[config.mk]
export PLATFORM = sky130hd
export DESIGN_NAME = sca_readout_seq
export DESIGN_NICKNAME = d
export VERILOG_FILES = /design/src/rtl/sca_seq_pkg.sv /design/src/rtl/sca_pos_counter.sv /design/src/rtl/sca_read_walker.sv /design/src/rtl/sca_readout_seq.sv
export SDC_FILE = /design/constraint.sdc
export NUM_CORES = 1
export LEC_CHECK = 0
export ABC_CLOCK_PERIOD_IN_PS = 2050
export BUFFER_PORTS_ARGS = -buffer_cell sky130_fd_sc_hd__buf_2
export CORE_MARGIN = 4
export CORE_UTILIZATION = 51
export DETAILED_ROUTE_END_ITERATION = 8
export PLACE_DENSITY_LB_ADDON = 0.12
export SLEW_MARGIN = 40
export SYNTH_ARGS = -nofsm -noshare
export SYNTH_HDL_FRONTEND = slang
export SYNTH_HIERARCHICAL = 1
export SYNTH_SLANG_ARGS = --single-unit
[constraint.sdc]
create_clock -name clk -period 2.05 [get_ports clk]
set_input_delay 0 -clock clk [delete_from_list [all_inputs] [get_ports clk]]
set_output_delay 0 -clock clk [all_outputs]
set_load 0.02 [all_outputs]
[src/rtl/sca_seq_pkg.sv]
package sca_seq_pkg;

    localparam int DEF_NUM_CELLS = 1024;
    localparam int DEF_CH_W      = 4;

    typedef enum logic [1:0] {
        ST_IDLE   = 2'd0,
        ST_SAMPLE = 2'd1,
        ST_READ   = 2'd2
    } seq_state_e;

    typedef struct packed {
        logic stop_ev;
        logic go;
        logic abort;
    } seq_ctrl_t;

    function automatic logic [31:0] wrap_next(input logic [31:0] v, input int modulus);
        return (v == 32'(modulus - 1)) ? 32'd0 : v + 32'd1;
    endfunction

endpackage

[src/rtl/sca_pos_counter.sv]
module sca_pos_counter
    import sca_seq_pkg::*;
#(
    parameter int NUM_CELLS = DEF_NUM_CELLS,
    localparam int CELL_W = $clog2(NUM_CELLS)
) (
    input  logic              clk,
    input  logic              rst,
    input  logic              clear_i,
    input  logic              adv_i,
    output logic [CELL_W-1:0] pos_o
);
    logic [CELL_W-1:0] pos_q;

    always_ff @(posedge clk) begin
        if (rst || clear_i) begin
            pos_q <= '0;
        end else if (adv_i) begin
            pos_q <= CELL_W'(wrap_next(32'(pos_q), NUM_CELLS));
        end
    end

    assign pos_o = pos_q;
endmodule

[src/rtl/sca_read_walker.sv]
module sca_read_walker
    import sca_seq_pkg::*;
#(
    parameter int NUM_CELLS = DEF_NUM_CELLS,
    parameter int CH_W      = DEF_CH_W,
    localparam int CELL_W = $clog2(NUM_CELLS)
) (
    input  logic              clk,
    input  logic              rst,
    input  logic              load_i,
    input  logic              step_i,
    input  logic [CH_W-1:0]   first_ch_i,
    input  logic [CH_W-1:0]   last_ch_i,
    input  logic [CELL_W-1:0] base_cell_i,
    output logic [CH_W-1:0]   ch_o,
    output logic [CELL_W-1:0] cell_o,
    output logic              all_end_o
);
    logic [CH_W-1:0]   ch_q, last_q;
    logic [CELL_W-1:0] cell_q, base_q, cnt_q;
    logic              chan_end;

    assign chan_end  = (cnt_q == CELL_W'(NUM_CELLS - 1));
    assign all_end_o = chan_end && (ch_q >= last_q);

    always_ff @(posedge clk) begin
        if (rst) begin
            ch_q   <= '0;
            last_q <= '0;
            cell_q <= '0;
            base_q <= '0;
            cnt_q  <= '0;
        end else if (load_i) begin
            ch_q   <= first_ch_i;
            last_q <= last_ch_i;
            cell_q <= base_cell_i;
            base_q <= base_cell_i;
            cnt_q  <= '0;
        end else if (step_i) begin
            if (chan_end) begin
                ch_q   <= ch_q + 1'b1;
                cell_q <= base_q;
                cnt_q  <= '0;
            end else begin
                cell_q <= CELL_W'(wrap_next(32'(cell_q), NUM_CELLS));
                cnt_q  <= cnt_q + 1'b1;
            end
        end
    end

    assign ch_o   = ch_q;
    assign cell_o = cell_q;
endmodule

[src/rtl/sca_readout_seq.sv]
module sca_readout_seq
    import sca_seq_pkg::*;
#(
    parameter int NUM_CELLS = DEF_NUM_CELLS,
    parameter int CH_W      = DEF_CH_W,
    localparam int CELL_W = $clog2(NUM_CELLS)
) (
    input  logic              clk,
    input  logic              rst,
    input  logic              start_i,
    input  logic              reinit_i,
    input  logic              soft_stop_i,
    input  logic              trig_i,
    input  logic              cfg_from_stop_i,
    input  logic              cfg_keep_run_i,
    input  logic [CH_W-1:0]   cfg_first_ch_i,
    input  logic [CH_W-1:0]   cfg_last_ch_i,
    output logic              sampling_o,
    output logic              busy_o,
    output logic              wr_en_o,
    output logic [CH_W-1:0]   wr_ch_o,
    output logic [CELL_W-1:0] wr_cell_o,
    output logic [CELL_W-1:0] stop_cell_o,
    output logic              done_o
);
    seq_state_e        state_q;
    seq_ctrl_t         ctl;
    logic [CELL_W-1:0] pos, stop_q;
    logic              done_q, all_end;

    always_comb begin
        ctl.abort   = reinit_i;
        ctl.go      = (state_q == ST_IDLE) && start_i && !reinit_i;
        ctl.stop_ev = (state_q == ST_SAMPLE) && (trig_i || soft_stop_i) && !reinit_i;
    end

    assign sampling_o = (state_q == ST_SAMPLE) || ((state_q == ST_READ) && cfg_keep_run_i);
    assign busy_o     = (state_q != ST_IDLE);
    assign wr_en_o    = (state_q == ST_READ);

    sca_pos_counter #(.NUM_CELLS(NUM_CELLS)) u_pos (
        .clk     (clk),
        .rst     (rst),
        .clear_i (ctl.go),
        .adv_i   (sampling_o),
        .pos_o   (pos)
    );

    sca_read_walker #(.NUM_CELLS(NUM_CELLS), .CH_W(CH_W)) u_walk (
        .clk         (clk),
        .rst         (rst),
        .load_i      (ctl.stop_ev),
        .step_i      ((state_q == ST_READ) && !ctl.abort),
        .first_ch_i  (cfg_first_ch_i),
        .last_ch_i   (cfg_last_ch_i),
        .base_cell_i (cfg_from_stop_i ? pos : '0),
        .ch_o        (wr_ch_o),
        .cell_o      (wr_cell_o),
        .all_end_o   (all_end)
    );

    always_ff @(posedge clk) begin
        if (rst) begin
            state_q <= ST_IDLE;
            stop_q  <= '0;
            done_q  <= 1'b0;
        end else begin
            done_q <= 1'b0;
            if (ctl.abort) begin
                state_q <= ST_IDLE;
            end else begin
                unique case (state_q)
                    ST_IDLE:   if (ctl.go) state_q <= ST_SAMPLE;
                    ST_SAMPLE: if (ctl.stop_ev) begin
                        state_q <= ST_READ;
                        stop_q  <= pos;
                    end
                    ST_READ:   if (all_end) begin
                        state_q <= ST_IDLE;
                        done_q  <= 1'b1;
                    end
                    default:   state_q <= ST_IDLE;
                endcase
            end
        end
    end

    assign stop_cell_o = stop_q;
    assign done_o      = done_q;
endmodule

==> results.toml <==
[sta]
hold_violations = 0
fmax_ghz = 0.531
max_slew_margin_pct = 65.1
clock_skew_ns = 0.00754
drv_slew = 0
post-route-period-util_pct = 91.8
grt_setup_unrepaired = "false"
worst_pin_slew_ns = 0.522
hold_ws_ns = 0.0345
min_period_ns = 1.88
tns_ns = 0
setup_viol = 0

[floorplanning]
ioPinCount = 44
die-area_mm2 = 0.00739
initial_core_util_pct = 52.3
placementRows = 28
die_w_um = 86.0
die_h_um = 86.0
coreArea_mm2 = 0.00592

[setup_path]
worstSetupPathType = "flip-flop to flip-flop"
crit_fanout = 10
required_ns = 2.29
start_kind = "flip-flop"
cp-endpoint = "u_walk/cell_o[4]$_SDFFE_PP0P_"
worst-r2r-cell-count = 7
worstPathArrival_ns = 2.12
r2r_start = "u_walk/cnt_q[0]$_SDFFE_PP0P_"
r2r-end = "u_walk/cell_o[4]$_SDFFE_PP0P_"
crit_path_start = "u_walk/cnt_q[0]$_SDFFE_PP0P_"
end_kind = "flip-flop"
rrSetupSlack_ns = 0.17

[outcome]
status = "complete, no violations"

[detailed_routing]
ant_nets = 0
finalWirelength_um = 7200
dr.pass1.iters = 4
vias = 2712
viasPerCell = 5.46
drtIter0Drc = 101
drcViolationCount = 0
wl_per_cell_um = 14.5

[layout]
n_fill_cell = 540
antenna_cells = 0
instances_no_fill = 497
layout_commonest_cell = "dfxtp_1"
area_growth_pct = 19.6
multi_input_area_mm2 = 0.00178
nets = 442
seqCellArea_mm2 = 0.00122
final_cell_mix = "dfxtp_1 (61), nor2_1 (43), buf_2 (43)"
layout-drive-gt1-share_pct = 19.0

[power]
power_density_mw_per_mm2 = 627
p_leak_nw = 1.47
p_total_mw = 2.32
irDropWorstVdd_mv = 0.390

[hold_path]
hp-class = "primary input to flip-flop"

[global_route]
antenna_found_initial = 0
grt_pass1_wl_um = 12500
grt_overflow = 0
grt_pass1_vias = 2646
grt_max_degree = 26
grt_use_total_pct = 21.0

[clock_tree]
ctsRootBufferMaster = "clkbuf_8"
cts.htree.levels = 3
cts_buffer_depth = 2
post_cts_buffers = 0
cts_buffers = 9
tritoncts = "done"
numClockSinks = 61
insertion_delay_ns = 0.33
path_clk_slew_ns = 0.07

[synth]
yosysTopAreaCellShare_pct = 39.4
synthCells = 356
synth_area_mm2 = 0.00310
yosysSeqAreaShare_pct = 39.4
yosys-top-cells-area = "dfxtp_1 (39%), mux2i_1 (8.4%), nor2_1 (5.2%)"
yosys_register_bits = 61
synth_top_cell_by_area = "dfxtp_1"
synth_edf_count = 0
yosys_most_used_dff = "dfxtp_1"
syn_avg_cell_area_um2 = 8.71
synth-async-reset-ratio_pct = 0
yosysWarnings = 6
synth_nets = 380
ys_types = 53

[place]
dp_cells = 473
dp_hpwl_um = 5080
io_buffers = 43
routabilityCongestion = 0.806

[run]
drv_cap = 0
## state kept, by name, indices dropped and copies added (netlist names)
register	cells
stop_cell_o	10
u_pos/pos_o	10
u_walk/base_q	10
u_walk/cell_o	10
u_walk/cnt_q	10
u_walk/ch_o	4
u_walk/last_q	4
state_q	2
done_o	1
## worst min path at each step
stage                       from                           to  slack, ns  depth (start not counted)
4_1_cts                 reinit_i      state_q[1]$_SDFFE_PP0P_       0.02                          3
3_3_place_gp   cfg_first_ch_i[2]  u_walk/ch_o[2]$_SDFFE_PP0P_       0.23                          3
6_report                reinit_i      state_q[1]$_SDFFE_PP0P_       0.03                          3
5_1_grt                 reinit_i      state_q[1]$_SDFFE_PP0P_       0.05                          3
3_5_place_dp   cfg_first_ch_i[2]  u_walk/ch_o[2]$_SDFFE_PP0P_       0.24                          3
2_1_floorplan                rst  u_walk/ch_o[3]$_SDFFE_PP0P_       0.07                          1
## critical path, cell delays in order (launching register included)
cell and delay [ns]:
dfxtp_1 0.38, ha_2 0.23, nand2_1 0.13, or3_4 0.44, buf_4 0.19, o21ai_0 0.08, o21ai_0 0.11, a211oi_1 0.24
## cell type report
type	count	area share [%]
multi-input combinational	272	48.1
inverter	9	0.912
clock inverter	2	0.270
tap	75	2.53
timing repair buffer	65	11.2
clock buffer	13	4.02
sequential	61	33.0
## power by group
group | total [mW] | switching [mW] | leakage, nW | internal, mW
clock network | 0.905 | 0.442 | 0.0833 | 0.463
registers | 1.23 | 0.0236 | 0.492 | 1.20
logic | 0.192 | 0.102 | 0.895 | 0.0900
total | 2.32 | 0.568 | 1.47 | 1.75
## cell usage after synthesis (all sizes together), types with 3 or more instances
cell	n
nand2b	23
dfxtp	61
o21a	3
nand3	11
a21oi	17
or3	11
clkbuf	7
nand4	9
nor3	9
mux2i	26
inv	8
ha	8
xnor2	9
nor2	43
nand2	25
o21ai	23
xor2	9
buf	7
o211ai	4
a211oi	5
and3	5
and2	10
## repair_timing
item,4_1_cts,5_1_grt
endpoints found under the setup margin,0,6
endpoints found under the hold margin,9,0
hold buffers,9,0
gates resized for setup,0,3
## kinds of logic after synthesis
kind of cell	share of synthesized area, %
AOI/OAI and AO/OA	14.0
xor gates and xnor gates	5.09
adders and majority gates	3.23
buffers and inverters	3.39
DFF	39.4
muxes	8.40
and+or+nand+nor	26.4
## metrics by stage
step           utilization [%]  area [um2]  setup slack, ns
4_1_cts                   62.4        3700            0.103
3_5_place_dp              58.2        3450            0.125
5_1_grt                   62.6        3710           0.0335
3_3_place_gp              58.2        3450            0.183
6_report                  62.6        3710            0.167
2_1_floorplan                -        3100           0.0687
## metal layers
| layer | up-vias | track usage (%) | share of wire (%) |
|---|---|---|---|
| met5 | - | 0 | 0 |
| met4 | 0 | 7.91 | 1.4 |
| met3 | 9 | 3.55 | 3.5 |
| met2 | 55 | 33.4 | 46 |
| met1 | 1270 | 28.4 | 49 |
| li1 | 1378 | - | - |
(Power assumes the default switching activity.)
